$ cat src/rtl/seg_xlate_pkg.sv
`timescale 1ns/1ps
// Shared definitions for the segment translator.
// Assumes: two-bit cause code and three permission bits with fixed positions.
package seg_xlate_pkg;
    typedef enum logic [1:0] {
        CAUSE_NONE    = 2'd0,
        CAUSE_BOUND   = 2'd1,
        CAUSE_PROT    = 2'd2,
        CAUSE_INVALID = 2'd3
    } cause_t;

    localparam int PERM_W   = 3;
    localparam int PERM_RD  = 0;
    localparam int PERM_WR  = 1;
    localparam int PERM_VLD = 2;
endpackage

$ cat src/rtl/seg_table.sv
`timescale 1ns/1ps
// Segment descriptor storage: one write port and one asynchronous read port.
// Assumes: writes land at the clock edge, so a read in the same cycle sees old contents.
module seg_table #(
    parameter int SEG_W = 2,
    parameter int LEN_W = 15,
    parameter int PA_W  = 32
) (
    input  logic                               clk,
    input  logic                               rst_n,
    input  logic                               wr_en,
    input  logic [SEG_W-1:0]                   wr_idx,
    input  logic [PA_W-1:0]                    wr_base,
    input  logic [LEN_W-1:0]                   wr_len,
    input  logic [seg_xlate_pkg::PERM_W-1:0]   wr_perm,
    input  logic [SEG_W-1:0]                   rd_idx,
    output logic [PA_W-1:0]                    rd_base,
    output logic [LEN_W-1:0]                   rd_len,
    output logic [seg_xlate_pkg::PERM_W-1:0]   rd_perm
);
    localparam int NSEG = 1 << SEG_W;

    logic [PA_W-1:0]                  base_q [NSEG];
    logic [LEN_W-1:0]                 len_q  [NSEG];
    logic [seg_xlate_pkg::PERM_W-1:0] perm_q [NSEG];

    for (genvar g = 0; g < NSEG; g++) begin : g_entry
        // Hold one descriptor; cleared to invalid on reset.
        always_ff @(posedge clk) begin
            if (!rst_n) begin
                base_q[g] <= '0;
                len_q[g]  <= '0;
                perm_q[g] <= '0;
            end else if (wr_en && (wr_idx == SEG_W'(g))) begin
                base_q[g] <= wr_base;
                len_q[g]  <= wr_len;
                perm_q[g] <= wr_perm;
            end
        end
    end

    // Select the descriptor addressed by the current request.
    always_comb begin
        rd_base = base_q[rd_idx];
        rd_len  = len_q[rd_idx];
        rd_perm = perm_q[rd_idx];
    end
endmodule

$ cat src/rtl/seg_check.sv
`timescale 1ns/1ps
// Combinational checker and adder: rates one access against one descriptor.
// Assumes: PA_W exceeds OFF_W; the cause order is invalid, then protection, then bound.
module seg_check #(
    parameter int OFF_W = 14,
    parameter int PA_W  = 32
) (
    input  logic [OFF_W-1:0]                 offset,
    input  logic                             is_write,
    input  logic [PA_W-1:0]                  base,
    input  logic [OFF_W:0]                   len,
    input  logic [seg_xlate_pkg::PERM_W-1:0] perm,
    output seg_xlate_pkg::cause_t            cause,
    output logic [PA_W-1:0]                  paddr
);
    import seg_xlate_pkg::*;

    logic right_ok;
    logic in_range;

    // Work out the access right and the range test separately.
    always_comb begin
        right_ok = is_write ? perm[PERM_WR] : perm[PERM_RD];
        in_range = {1'b0, offset} < len;
    end

    // Pick the winning cause and form the address only when there is no fault.
    always_comb begin
        paddr = '0;
        if (!perm[PERM_VLD]) begin
            cause = CAUSE_INVALID;
        end else if (!right_ok) begin
            cause = CAUSE_PROT;
        end else if (!in_range) begin
            cause = CAUSE_BOUND;
        end else begin
            cause = CAUSE_NONE;
            paddr = base + {{(PA_W-OFF_W){1'b0}}, offset};
        end
    end
endmodule

$ cat src/rtl/seg_resp_stage.sv
`timescale 1ns/1ps
// One-entry response register with valid/ready flow control.
// Assumes: the upstream result is combinational and valid in the cycle of acceptance.
module seg_resp_stage #(
    parameter int PA_W = 32
) (
    input  logic                  clk,
    input  logic                  rst_n,
    input  logic                  in_valid,
    output logic                  in_ready,
    input  logic [PA_W-1:0]       in_paddr,
    input  seg_xlate_pkg::cause_t in_cause,
    output logic                  out_valid,
    input  logic                  out_ready,
    output logic [PA_W-1:0]       out_paddr,
    output seg_xlate_pkg::cause_t out_cause
);
    // Accept new work when the register is empty or being emptied.
    always_comb in_ready = !out_valid || out_ready;

    // Load on acceptance, drop when consumed, otherwise hold.
    always_ff @(posedge clk) begin
        if (!rst_n) begin
            out_valid <= 1'b0;
            out_paddr <= '0;
            out_cause <= seg_xlate_pkg::CAUSE_NONE;
        end else if (in_valid && in_ready) begin
            out_valid <= 1'b1;
            out_paddr <= in_paddr;
            out_cause <= in_cause;
        end else if (out_ready) begin
            out_valid <= 1'b0;
        end
    end
endmodule

$ cat src/rtl/seg_xlate_top.sv
`timescale 1ns/1ps
// Segment-table translator top: splits the virtual address, reads the table,
// checks the access and registers the result behind a valid/ready handshake.
// Assumes: synchronous active-low reset; the segment field sits above the offset.
module seg_xlate_top #(
    parameter int SEG_W = 2,
    parameter int OFF_W = 14,
    parameter int PA_W  = 32
) (
    input  logic                   clk,
    input  logic                   rst_n,
    input  logic                   req_valid,
    output logic                   req_ready,
    input  logic [SEG_W+OFF_W-1:0] req_vaddr,
    input  logic                   req_write,
    input  logic                   tw_en,
    input  logic [SEG_W-1:0]       tw_idx,
    input  logic [PA_W-1:0]        tw_base,
    input  logic [OFF_W:0]         tw_len,
    input  logic [2:0]             tw_perm,
    output logic                   resp_valid,
    input  logic                   resp_ready,
    output logic [PA_W-1:0]        resp_paddr,
    output logic [1:0]             resp_cause
);
    import seg_xlate_pkg::*;

    localparam int VA_W  = SEG_W + OFF_W;
    localparam int LEN_W = OFF_W + 1;

    logic [SEG_W-1:0]  seg_idx;
    logic [OFF_W-1:0]  seg_off;
    logic [PA_W-1:0]   ent_base;
    logic [LEN_W-1:0]  ent_len;
    logic [PERM_W-1:0] ent_perm;
    cause_t            chk_cause;
    logic [PA_W-1:0]   chk_paddr;
    cause_t            out_cause;

    // Split the virtual address into its segment and offset fields.
    always_comb begin
        seg_idx = req_vaddr[VA_W-1:OFF_W];
        seg_off = req_vaddr[OFF_W-1:0];
    end

    seg_table #(.SEG_W(SEG_W), .LEN_W(LEN_W), .PA_W(PA_W)) i_table (
        .clk     (clk),
        .rst_n   (rst_n),
        .wr_en   (tw_en),
        .wr_idx  (tw_idx),
        .wr_base (tw_base),
        .wr_len  (tw_len),
        .wr_perm (tw_perm),
        .rd_idx  (seg_idx),
        .rd_base (ent_base),
        .rd_len  (ent_len),
        .rd_perm (ent_perm)
    );

    seg_check #(.OFF_W(OFF_W), .PA_W(PA_W)) i_check (
        .offset   (seg_off),
        .is_write (req_write),
        .base     (ent_base),
        .len      (ent_len),
        .perm     (ent_perm),
        .cause    (chk_cause),
        .paddr    (chk_paddr)
    );

    seg_resp_stage #(.PA_W(PA_W)) i_resp (
        .clk       (clk),
        .rst_n     (rst_n),
        .in_valid  (req_valid),
        .in_ready  (req_ready),
        .in_paddr  (chk_paddr),
        .in_cause  (chk_cause),
        .out_valid (resp_valid),
        .out_ready (resp_ready),
        .out_paddr (resp_paddr),
        .out_cause (out_cause)
    );

    // Present the cause as a plain two-bit code.
    always_comb resp_cause = out_cause;
endmodule

$ cat config.mk
export PLATFORM = sky130hd
export DESIGN_NAME = seg_xlate_top
export DESIGN_NICKNAME = d
export VERILOG_FILES = /design/src/rtl/seg_xlate_pkg.sv /design/src/rtl/seg_table.sv /design/src/rtl/seg_check.sv /design/src/rtl/seg_resp_stage.sv /design/src/rtl/seg_xlate_top.sv
export SDC_FILE = /design/constraint.sdc
export NUM_CORES = 1
export LEC_CHECK = 0
export BUFFER_PORTS_ARGS = -buffer_cell sky130_fd_sc_hd__buf_2
export CORE_ASPECT_RATIO = 0.7
export CORE_MARGIN = 4
export CORE_UTILIZATION = 30
export CTS_BUF_LIST = sky130_fd_sc_hd__clkbuf_16
export CTS_CLUSTER_DIAMETER = 120
export DETAILED_ROUTE_END_ITERATION = 12
export GPL_TIMING_DRIVEN = 0
export PLACE_DENSITY = 0.47
export REMOVE_ABC_BUFFERS = 1
export SYNTH_ARGS = -nofsm -noshare
export SYNTH_HDL_FRONTEND = slang
export SYNTH_SLANG_ARGS = --single-unit
$ cat constraint.sdc
create_clock -name clk -period 4.3 [get_ports clk]
set_clock_uncertainty 0.05 [all_clocks]
set_input_delay 0.43 -clock clk [delete_from_list [all_inputs] [get_ports clk]]
set_output_delay 0.43 -clock clk [all_outputs]
set_load 0.05 [all_outputs]
# [Word-level counts from Yosys, hierarchy flattened]
# Memories as Yosys holds them, arrays and structs flattened.
# Cells that the tools add are included.
[op_classes] eq_ne=3 bitwise_logic=12 n_mux=34 addsub=1 reduce_logical=9 n_lt_le_gt_ge=1
[ops] operator="$mux 32" n=7
[ops] operator="$mux 15" n=4
[ops] operator="$add 32x14->32" n=1
[ops] operator="$mux 1" n=17
[ops] operator="$lt 14x15->1" n=1
[ops] operator="$mux 3" n=4
[ops] operator="$or 1x1->1" n=12
[ops] operator="$logic_and 1x1->1" n=5
[ops] operator="$eq 2x2->1 const B" n=2
[ops] operator="$mux 2" n=2
[ops] operator="$eq 2x1->1 const B" n=1
[ops] operator="$logic_not 2->1" n=1
[ops] operator="$reduce_bool 2->1" n=1
[ops] operator="$logic_not 1->1" n=1
[ops] operator="$logic_or 1x1->1" n=1
[totals] memories=3 output_inout_bits=36 ram_bits=200 ff_bits=35 inputBits=74 wordCells=66
[memory_table] memory="i_table.base_q" words=4 word_bits=32 read_ports=1 rd_ports_with_merged_regs=0 wr=4 line_no="seg_table.sv:23" rtl="logic [PA_W-1:0] base_q [NSEG];"
[memory_table] memory="i_table.len_q" words=4 word_bits=15 read_ports=1 rd_ports_with_merged_regs=0 wr=4 line_no="seg_table.sv:24" rtl="logic [LEN_W-1:0] len_q [NSEG];"
[memory_table] memory="i_table.perm_q" words=4 word_bits=3 read_ports=1 rd_ports_with_merged_regs=0 wr=4 line_no="seg_table.sv:25" rtl="logic [seg_xlate_pkg::PERM_W-1:0] perm_q [NSEG];"

# [Longest topological paths before layout]
# Gate-level depths: netlist (run 1).
[logic_depth] ltp_word=6 mapped_depth=15 ltp_nobuf=10

# [Cells and area by module]
# From an unflattened synthesis (run 1), not the netlist that was laid out.
[unflattened] hier_cells=917 area_unflattened_um2=11895.2
[modules_own_cells] mod="seg_table" area_per_inst_um2=8673.3 cells_per_inst=493 seq_area_each_um2=6005.8 n_inst=1
[modules_own_cells] mod="seg_check" area_per_inst_um2=1785.5 cells_per_inst=271 seq_area_each_um2=0.0 n_inst=1
[modules_own_cells] mod="seg_resp_stage" area_per_inst_um2=1436.4 cells_per_inst=153 seq_area_each_um2=700.7 n_inst=1

# [Worst setup path after synthesis (run 1)]
# No wires, ideal clock.
[synth_path] kind="input -> register" from="input port tw_idx[0]" to="memory i_table.base_q[2][0] (enable)" required_time_ns=3.723 cell_stages=2 setup_time_ns=0.527 arrival_ns=4.144 path_slack_ns=-0.420 n_path_buf=0 cell_sequence="nand2b_1 > o21ai_0"
[synth_lines] element="from (decl)" line_no="seg_xlate_top.sv:17" rtl="input logic [SEG_W-1:0] tw_idx,"
[synth_lines] element="to (decl)" line_no="seg_table.sv:23"

# [Final worst setup path (run 1)]
[layout_path] from="input port req_vaddr[15]" to="register i_resp.out_paddr[30]"
[layout_via] elab_chain_cells=5 elab_cells_between_ends=9 classes_between="add/sub: 1; order compare: 1; mux: 4; memory: 3"
[layout_rtl] element="from (decl)" line_no="seg_xlate_top.sv:14" rtl="input logic [SEG_W+OFF_W-1:0] req_vaddr,"
[layout_rtl] element="$mem_v2 4x32 or $mem_v2 4x15 (tied branches)"
[layout_rtl] element="$add 32x14->32 or $lt 14x15->1 (tied branches)" line_no="seg_check.sv:38, seg_check.sv:24"
[layout_rtl] element="$mux 32" line_no="seg_check.sv:34" rtl="end else if (!in_range) begin"
[layout_rtl] element="$mux 32" line_no="seg_check.sv:32" rtl="end else if (!right_ok) begin"
[layout_rtl] element="$mux 32 (*)" line_no="seg_check.sv:30" rtl="if (!perm[PERM_VLD]) begin"
[layout_rtl] element="to (signal assigned)" line_no="seg_resp_stage.sv:29" rtl="out_paddr <= in_paddr;"
[layout_rtl] element="to (decl)" line_no="seg_resp_stage.sv:15" rtl="output logic [PA_W-1:0] out_paddr,"
# Mark *: on every way between the ends. The rest lies on a longest branch, timed or not.
# A chain may end at the register's enable or synchronous reset.

==> impl_metrics.yaml, run 1 <==
sta:
  fmax_ghz: 0.261
  fin_crit_sh_pct: 89.1
  hold_violations: 0
  fin_setup_tns_ps: 0
  drv_slew: 0
  relSlewSlack_pct: 23.5
  grt_setup_unrepaired: "no"
  whs_ps: 129
  finalCriticalPeriod_ps: 3830
  worst_pin_slew_ps: 1150
  setup_violations: 0
setup_path:
  crit_path_max_fanout: 51
  ff2ff_setup_slack_ps: 830
  arrival_ps: 4180
  crit_required_ps: 4650
  startpoint_type: "input port"
  endpoint_kind: "register"
  critical_path_class: "input port to register"
floorplan:
  fp.dieH_um: 170
  rows: 59
  die-area_um2: 40900
  die_w_um: 240
  ioPinCount: 110
  start_util_pct: 30.4
  core_um2: 37200
cts:
  postCtsSetupRepairBufs: 0
  insertion_delay_ps: 540
  clockRootBuffer: "clkbuf_16"
  clk_pin_slew_ps: 60
  cts_htree_levels: 1
  cts_sinks: 235
  cts_made_buffers: 26
  cts_buffer_depth: 3
  cts_tree: "done"
  cts_resized: 0
  hold_buffers: 0
synthesis:
  syn_inst: 823
  synth-seq-cells: 235
  yosysUniqueCellTypes: 58
  synthArstFlopShare_pct: 0
  synth-warning-count: 0
  synthesis.area_um2: 11300
  synth-edff-count: 200
  synthesis.area_per_instance_um2: 13.7
  synthFlopType: "edfxtp_1"
  yosysSeqAreaShare_pct: 59.3
final_layout:
  instances_no_fill: 1440
  diodes: 0
  nets: 1034
  area_growth_pct: 19.0
  drive_above_1_share_pct: 23.6
  final_cell_mix: "206 x and2_1, 200 x edfxtp_1, 107 x buf_2"
  fillCellCount: 3663
  final_area_um2: 13500
  final_util_pct: 36.2
  final_common_cell: "and2_1"
hold_path:
  worstHoldPathType: "input port to register"
power_and_ir_drop:
  seqPwrFrac_pct: 47.9
  irDropWorstVdd_mv: 0.247
  power_frac_clock_pct: 38.8
  p_leak_nw: 5.07
  combPwrFrac_pct: 13.3
  p_int_mw: 4.18
  p_sw_mw: 1.40
  switching_share_pct: 25.2
  p_per_area_nw_per_um2: 415
placed_design:
  place_inst: 1392
  gp_congestion: 0.756
  dp_hpwl_um: 20200
  placed_cell_area_um2: 12600
  io_buffers: 109
routing:
  drc: 0
  dr.pass1.iters: 4
  routed-via-count: 6868
  finalWirelength_um: 30300
  drt_iter0_markers: 423
  viasPerCell: 4.77
  routedWlPerCell_um: 21.0
  ant_nets: 0
global_routing:
  track_usage_pct: 14.9
  grt_pass1_wl_um: 46000
  antenna_found_initial: 7
  grt_pass1_vias: 7170
  grt_overflow: 0
  grt_max_degree: 52
outcome:
  status: "complete, no violations"
run:
  drv_cap: 0
-- metrics by stage --
step	power (mW)	worst slack (ps)
after floorplan	3.18	-420
after global placement	3.46	-4400
after detailed placement	3.47	-83.3
after CTS	5.66	477
after global routing	5.82	195
final	5.58	469
-- cells in the mapped netlist (3+ instances only) --
cell / count / area [um2]
a211oi_1: 4 / 30.0
a21o_1: 9 / 67.6
a21oi_1: 20 / 100
a22oi_1: 10 / 75.1
and2_1: 206 / 1290
and3_1: 8 / 50.1
buf_2: 7 / 35.0
buf_6: 3 / 33.8
clkbuf_1: 29 / 109
dfxtp_1: 35 / 701
edfxtp_1: 200 / 6010
ha_1: 27 / 338
inv_1: 25 / 93.8
mux4_1: 6 / 158
mux4_2: 43 / 968
nand2_1: 38 / 143
nand3_1: 7 / 35.0
nand4_1: 5 / 31.3
nor2_1: 11 / 41.3
nor2b_1: 13 / 81.3
o211ai_1: 6 / 45.0
o21a_1: 5 / 37.5
o21ai_0: 26 / 130
o311ai_0: 6 / 52.6
o31ai_1: 7 / 52.6
or3_1: 3 / 18.8
or4_1: 4 / 30.0
xnor2_1: 13 / 114
xor2_1: 8 / 70.1
-- worst paths after layout --
kind | end | cells past startpoint | startpoint
setup / recovery | i_resp.out_paddr[30] | 11 | req_vaddr[15]
hold / removal | i_resp.out_valid | 3 | req_valid
setup reg to reg | i_resp.out_paddr[30] | 8 | i_table.base_q[0][2]
hold reg to reg | i_resp.out_paddr[23] | 2 | i_resp.out_paddr[23]
-- metal layers --
metal  up-vias  share of wire [%]  track usage, %
met5         -               0.26               0
met4        12                1.4            2.03
met3        48                4.9            3.30
met2       129                 45            23.8
met1      3412                 48            21.5
li1       3267                  -               -
-- worst max-delay path: stages --
cell       delay (ps)
buf_4             660
mux4_2            370
ha_1              210
inv_1              70
fa_1              410
nor2b_1           170
o2111ai_1         250
a21oi_1           750
o31ai_1           260
o311ai_0          440
o211ai_1          140
-- kinds of logic (layout without fill, tap and decap cells) --
family | Yosys count | count (layout) | synth area share [%]
xor+xnor | 21 | 21 | 1.63
mux | 52 | 52 | 10.2
compound gates | 113 | 113 | 6.83
simple gates | 306 | 306 | 15.9
buf+inv | 68 | 197 | 2.86
flops | 235 | 235 | 59.3
fa+ha+maj | 28 | 28 | 3.17
-- cell type report --
cell class,count,area (um2),share of cell area [%]
Clock buffer,27,676,5.02
Clock inverter,21,145,1.08
Timing Repair Buffer,124,868,6.45
Inverter,25,93.8,0.697
Multi-Input combinational cell,520,4360,32.4
Sequential cell,235,6710,49.8
Tap cell,488,611,4.54
-- state kept, by name, summed over array words and instances, names as in the netlist --
| name | flops |
|---|---|
| i_resp.out_paddr | 32 |
| i_table.perm_q | 12 |
| i_table.len_q | 60 |
| i_resp.out_cause | 2 |
| i_table.base_q | 128 |
| i_resp.out_valid | 1 |
-- power groups by stage --
stage | sequential, mW | clock, mW | combinational, mW
after floorplan | 2.76 | 0 | 0.411
after global placement | 2.75 | 0 | 0.706
after detailed placement | 2.72 | 0 | 0.751
after CTS | 2.67 | 2.23 | 0.755
after global routing | 2.69 | 2.31 | 0.823
final | 2.67 | 2.17 | 0.744
(Power assumes the default switching activity.)
==> inputs of run 2 (changes only) <==
--- a/config.mk
+++ b/config.mk
@@ -5,15 +5,16 @@
 export SDC_FILE = /design/constraint.sdc
 export NUM_CORES = 1
 export LEC_CHECK = 0
+export ABC_AREA = 1
 export BUFFER_PORTS_ARGS = -buffer_cell sky130_fd_sc_hd__buf_2
 export CORE_ASPECT_RATIO = 0.7
 export CORE_MARGIN = 4
-export CORE_UTILIZATION = 30
+export CORE_UTILIZATION = 54
 export CTS_BUF_LIST = sky130_fd_sc_hd__clkbuf_16
 export CTS_CLUSTER_DIAMETER = 120
 export DETAILED_ROUTE_END_ITERATION = 12
 export GPL_TIMING_DRIVEN = 0
-export PLACE_DENSITY = 0.47
+export PLACE_DENSITY = 0.75
 export REMOVE_ABC_BUFFERS = 1
 export SYNTH_ARGS = -nofsm -noshare
 export SYNTH_HDL_FRONTEND = slang
==> impl_metrics.yaml, run 2 <==
setup_path:
  reg2reg_depth: 9
  crit_chain: "buf_2 > inv_2 > buf_12 > a32o_1 > ha_1 > a21oi_1 > o21ai_0 > a21o_1 > inv_1 > nand3_2 > clkinv_2 > nand2_1 > a21oi_1"
  path_delay_family: "buffers and inverters"
  endpoint_kind: "register"
  crit_top_cell: "a21oi_1"
  ff2ff_setup_slack_ps: 780
  critPathBufInv: 5
  worstReg2RegStart: "i_resp.out_valid"
  cp_slowest_stage_delay_ps: 800
  slowest_stage: "buf_2"
  worstReg2RegEnd: "i_resp.out_paddr[4]"
  crit_required_ps: 4600
  arrival_ps: 4300
  startpoint_type: "input port"
  crit_path_max_fanout: 48
  critical_path_class: "input port to register"
placed_design:
  gp_congestion: 0.932
  dpl_worst_slack_ps: -478
  io_buffers: 109
  place_inst: 1724
  dp_hpwl_um: 20000
cts:
  clk_pin_slew_ps: 60
  clockRootBuffer: "clkbuf_16"
  cts_buffer_depth: 3
  insertion_delay_ps: 520
  cts_sinks: 235
  hold_buffers: 0
  cts_tree: "done"
  cts_resized: 0
  cts_made_buffers: 24
  cts_htree_levels: 1
  postCtsSetupRepairBufs: 0
sta:
  grt_setup_unrepaired: "no"
  finalCriticalPeriod_ps: 4010
  fmax_ghz: 0.249
  fin_crit_sh_pct: 93.2
  fin_setup_tns_ps: 0
  drv_slew: 0
  hold_violations: 0
  setup_violations: 0
  worst_pin_slew_ps: 1240
  relSlewSlack_pct: 17.3
  fin_ws_ps: 292
synthesis:
  syn_inst: 1380
  yosysTopAreaCell: "edfxtp_1"
  synthFlopType: "edfxtp_1"
  yosysUniqueCellTypes: 40
  synthesis.area_um2: 11900
  synth-edff-count: 200
  yosysSeqAreaShare_pct: 56.1
  synth_area_leaders: "edfxtp_1 50%, nand2_1 11%, nor2_1 9.8%, dfxtp_1 5.9%, inv_1 4.0%"
  ys_top_cells_by_count: "350 x nand2_1, 312 x nor2_1, 200 x edfxtp_1, 126 x inv_1, 72 x nand3_1"
  synth-seq-cells: 235
  synthesis.area_per_instance_um2: 8.66
  synthArstFlopShare_pct: 0
  synth-warning-count: 0
  netlist.area_leader.share_pct: 50.3
  yosysMostFrequentCell: "nand2_1"
floorplan:
  ioPinCount: 110
  rows: 45
  core_um2: 21700
  die-area_um2: 24600
  die_w_um: 186
  fp.dieH_um: 132
  start_util_pct: 55.0
global_routing:
  antenna_found_initial: 0
  track_usage_pct: 24.4
  grt_overflow: 0
  grt_max_degree: 72
  grt_pass1_wl_um: 47400
  grt_pass1_vias: 8854
final_layout:
  multi_input_area_um2: 4460
  regArea_um2: 6710
  drive_above_1_share_pct: 13.5
  largest_reg_flops: 128
  instances_no_fill: 1767
  reg.largest.list: "i_table.base_q x128, i_table.len_q x60, i_resp.out_paddr x32"
  final_util_pct: 62.5
  area_growth_pct: 13.7
  top_register: "i_table.base_q"
  diodes: 0
  final_common_cell: "nand2_1"
  final_cell_mix: "346 x nand2_1, 312 x nor2_1, 200 x edfxtp_1"
  fillCellCount: 1878
  nets: 1571
power_and_ir_drop:
  total_power_mw: 5.48
  p_per_area_nw_per_um2: 403
  irDropWorstVdd_mv: 0.328
  p_leak_nw: 6.01
routing:
  dr.pass1.iters: 5
  ant_nets: 0
  drt_iter0_markers: 1059
  finalWirelength_um: 30800
  viasPerCell: 5.47
  routedWlPerCell_um: 17.4
  routed-via-count: 9669
  drc: 0
hold_path:
  min-delay-start: "resp_ready"
  min_to: "i_resp.out_valid"
  worstHoldPathType: "input port to register"
  whs_path_depth: 4
run:
  drv_cap: 0
outcome:
  status: "complete, no violations"
-- run 2: changes by cell type in the layout (fill, tap and decap cells not counted), sizes merged, moves of 9 or more --
cell   before  now
a22oi      10    0
nor2       11  327
a32o        0   13
nand3       7   76
and2      208    1
xnor2      13    3
o22ai       0   15
nand2      39  367
a21o       10    1
nor2b      13    0
a21oi      20   49
inv        29  134
mux4       49    0
-- run 2: power breakdown --
group / internal [mW] / switching (mW)
combinational: 0.250 / 0.583
sequential: 2.63 / 0.0472
clock: 1.10 / 0.861
-- run 2: worst max path at each step --
stage | startpoint | end | slack, ps | depth (start not counted)
floorplan | req_vaddr[14] | i_resp.out_paddr[16] | 1140 | 16
global placement | req_vaddr[14] | i_resp.out_paddr[4] | -1600 | 14
detailed placement | req_vaddr[15] | i_resp.out_paddr[4] | -480 | 13
CTS | req_vaddr[15] | i_resp.out_paddr[4] | 30 | 13
global route | req_vaddr[15] | i_resp.out_paddr[4] | 90 | 14
finish | req_vaddr[15] | i_resp.out_paddr[4] | 290 | 13
-- run 2: kinds of logic (layout without fill, tap and decap cells) --
group / count (synthesis) / in the layout / synth area share, %
adder cells (fa/ha/maj): 28 / 28 / 3.00
buffers and inverters: 192 / 297 / 6.75
flip-flops: 235 / 235 / 56.1
AND/OR/NAND/NOR: 781 / 781 / 26.5
XOR/XNOR: 17 / 17 / 1.25
AO/OA/AOI/OAI: 127 / 127 / 6.32
-- run 2: metal layers --
layer  track usage [%]  share of wire [%]  wire [um]
met1              38.5                 45      13900
met2              36.1                 43      13200
met3              4.01                 10       3200
met4              4.53                1.5        461
met5                 0                  0          0
-- run 2: area by class of cell --
class                           count  share of cell area [%]
Multi-Input combinational cell    953                    32.8
Clock buffer                       25                    4.61
Tap cell                          282                    2.60
Timing Repair Buffer              125                    6.25
Inverter                          130                    3.62
Clock inverter                     17                   0.737
Sequential cell                   235                    49.4
-- run 2: worst register-to-register path: cells and delay by family, from the launching register on --
family          cells  cell delay, ps
compound gates      1              90
buf+inv             2            1090
flops               1             320
simple gates        6            1790
-- run 2: metrics by stage --
stage / hold slack, ps / cell area (um2)
after floorplan: 522 / 11600
after global placement: 400 / 12500
after detailed placement: 403 / 12800
after CTS: 148 / 13600
after global routing: 194 / 13600
final: 163 / 13600
==> inputs of run 3 (changes only) <==
--- a/config.mk
+++ b/config.mk
@@ -9,12 +9,12 @@
 export BUFFER_PORTS_ARGS = -buffer_cell sky130_fd_sc_hd__buf_2
 export CORE_ASPECT_RATIO = 0.7
 export CORE_MARGIN = 4
-export CORE_UTILIZATION = 54
-export CTS_BUF_LIST = sky130_fd_sc_hd__clkbuf_16
+export CORE_UTILIZATION = 51
+export CTS_BUF_LIST = sky130_fd_sc_hd__clkbuf_4
 export CTS_CLUSTER_DIAMETER = 120
 export DETAILED_ROUTE_END_ITERATION = 12
 export GPL_TIMING_DRIVEN = 0
-export PLACE_DENSITY = 0.75
+export PLACE_DENSITY = 0.72
 export REMOVE_ABC_BUFFERS = 1
 export SYNTH_ARGS = -nofsm -noshare
 export SYNTH_HDL_FRONTEND = slang
==> impl_metrics.yaml, run 3 (synthesized netlist as in run 2, its figures left out) <==
setup_path:
  worstReg2RegEnd: "i_resp.out_paddr[19]"
  slowest_stage: "buf_2"
  crit_path_max_fanout: 44
  critPathBufInv: 5
  worstReg2RegStart: "i_resp.out_valid"
  crit_required_ps: 4750
  crit_top_cell: "nand3_1"
  cp_slowest_stage_delay_ps: 790
  endpoint_kind: "register"
  ff2ff_setup_slack_ps: 660
  reg2reg_depth: 9
  crit_chain: "buf_2 > inv_2 > buf_12 > a32oi_1 > inv_1 > fa_1 > inv_1 > nand3_1 > nand3_1 > nand2_1 > nand3_1 > nand3_1 > nand2_1 > nand3_1 > nand2_1 > nor2_1 > nor2_1 > nor2_1"
  crit_start: "req_vaddr[15]"
  arrival_ps: 4320
  path_delay_family: "buffers and inverters"
  startpoint_type: "input port"
  critical_path_class: "input port to register"
floorplan:
  die-area_um2: 26000
  core_um2: 22800
  rows: 46
  die_w_um: 191
  fp.dieH_um: 136
  start_util_pct: 52.3
  ioPinCount: 110
sta:
  fin_setup_tns_ps: 0
  hold_violations: 0
  relSlewSlack_pct: 15.4
  drv_slew: 0
  finalCriticalPeriod_ps: 3870
  grt_setup_unrepaired: "no"
  fin_crit_sh_pct: 90.0
  setup_violations: 0
  worst_pin_slew_ps: 1270
  fmax_ghz: 0.258
cts:
  cts_buffer_depth: 3
  cts_made_buffers: 58
  clk_pin_slew_ps: 70
  cts_htree_levels: 2
  clockRootBuffer: "clkbuf_4"
  cts_tree: "done"
  cts_sinks: 235
  insertion_delay_ps: 680
hold_path:
  worstHoldPathType: "input port to register"
  whs_path_depth: 3
  min_to: "i_table.perm_q[0][2]"
  min-delay-start: "tw_perm[2]"
final_layout:
  diodes: 0
  drive_above_1_share_pct: 16.6
  largest_reg_flops: 128
  final_cell_mix: "346 x nand2_1, 312 x nor2_1, 200 x edfxtp_1"
  reg.largest.list: "i_table.base_q x128, i_table.len_q x60, i_resp.out_paddr x32"
  area_growth_pct: 14.9
  nets: 1612
  instances_no_fill: 1868
  top_register: "i_table.base_q"
  final_util_pct: 60.1
  final_common_cell: "nand2_1"
placed_design:
  dp_hpwl_um: 20300
  gp_congestion: 0.898
  io_buffers: 109
  place_inst: 1754
routing:
  ant_nets: 0
  dr.pass1.iters: 5
  finalWirelength_um: 31600
  routed-via-count: 9914
  drt_iter0_markers: 886
  routedWlPerCell_um: 16.9
  viasPerCell: 5.31
  drc: 0
power_and_ir_drop:
  seqPwrFrac_pct: 49.5
  total_power_mw: 5.41
  p_int_mw: 3.86
  p_leak_nw: 6.10
  irDropWorstVdd_mv: 0.244
  combPwrFrac_pct: 15.6
  p_per_area_nw_per_um2: 394
  switching_share_pct: 28.5
  power_frac_clock_pct: 34.8
  p_sw_mw: 1.54
global_routing:
  grt_max_degree: 90
  grt_pass1_vias: 9617
  grt_pass1_wl_um: 49700
  grt_overflow: 0
  top_usage_layer: "met2"
  antenna_found_initial: 0
  globalRouteMet1Util_pct: 35.6
  met3_usage_pct: 4.95
  track_usage_pct: 24.5
  use_met2_pct: 37.9
run:
  drv_cap: 0
outcome:
  status: "complete, no violations"
## run 3: worst max path at each step
stage / endpoint / cells after the start
2_1_floorplan: i_resp.out_paddr[16] / 16
3_3_place_gp: i_resp.out_paddr[4] / 14
3_5_place_dp: i_resp.out_paddr[4] / 13
4_1_cts: i_resp.out_paddr[11] / 13
5_1_grt: i_resp.out_paddr[11] / 14
6_report: i_resp.out_paddr[28] / 18
## run 3: timing repair
item	CTS	global route
hold buffers	7	0
endpoints found under the hold margin	10	0
resized for setup	0	0
buffers inserted	0	0
## run 3: power by group through the flow
stage / Combinational [mW] / Clock (mW) / Sequential [mW]
finish: 0.845 / 1.88 / 2.68
global route: 0.942 / 2.06 / 2.69
CTS: 0.837 / 1.92 / 2.68
detailed placement: 0.827 / 0 / 2.73
global placement: 0.797 / 0 / 2.73
floorplan: 0.493 / 0 / 2.77
## run 3: layout make-up
cell class	instances	area, um2
Fill cell	2090	9120
Sequential cell	235	6710
Multi-Input combinational cell	953	4460
Timing Repair Buffer	132	931
Clock buffer	86	646
Inverter	130	492
Tap cell	312	390
Clock inverter	20	105
## run 3: tightest hold or removal path, cell delays in order
cell	delay, ps
buf_2	70
inv_1	60
nor2_1	100
## run 3: through the flow
stage | hold WS, ps | setup slack, ps | area (um2)
2_1_floorplan | 522 | 1140 | 11600
3_3_place_gp | 400 | -1750 | 12600
3_5_place_dp | 404 | -523 | 12900
4_1_cts | 0.190 | 179 | 13700
5_1_grt | 8.42 | 147 | 13700
6_report | 51.4 | 431 | 13700
## run 3: routing by layer
layer	share of wire, %	up-vias
met2	43	425
met4	1.4	0
met1	45	4645
met5	0	-
met3	9.9	55
li1	-	4789
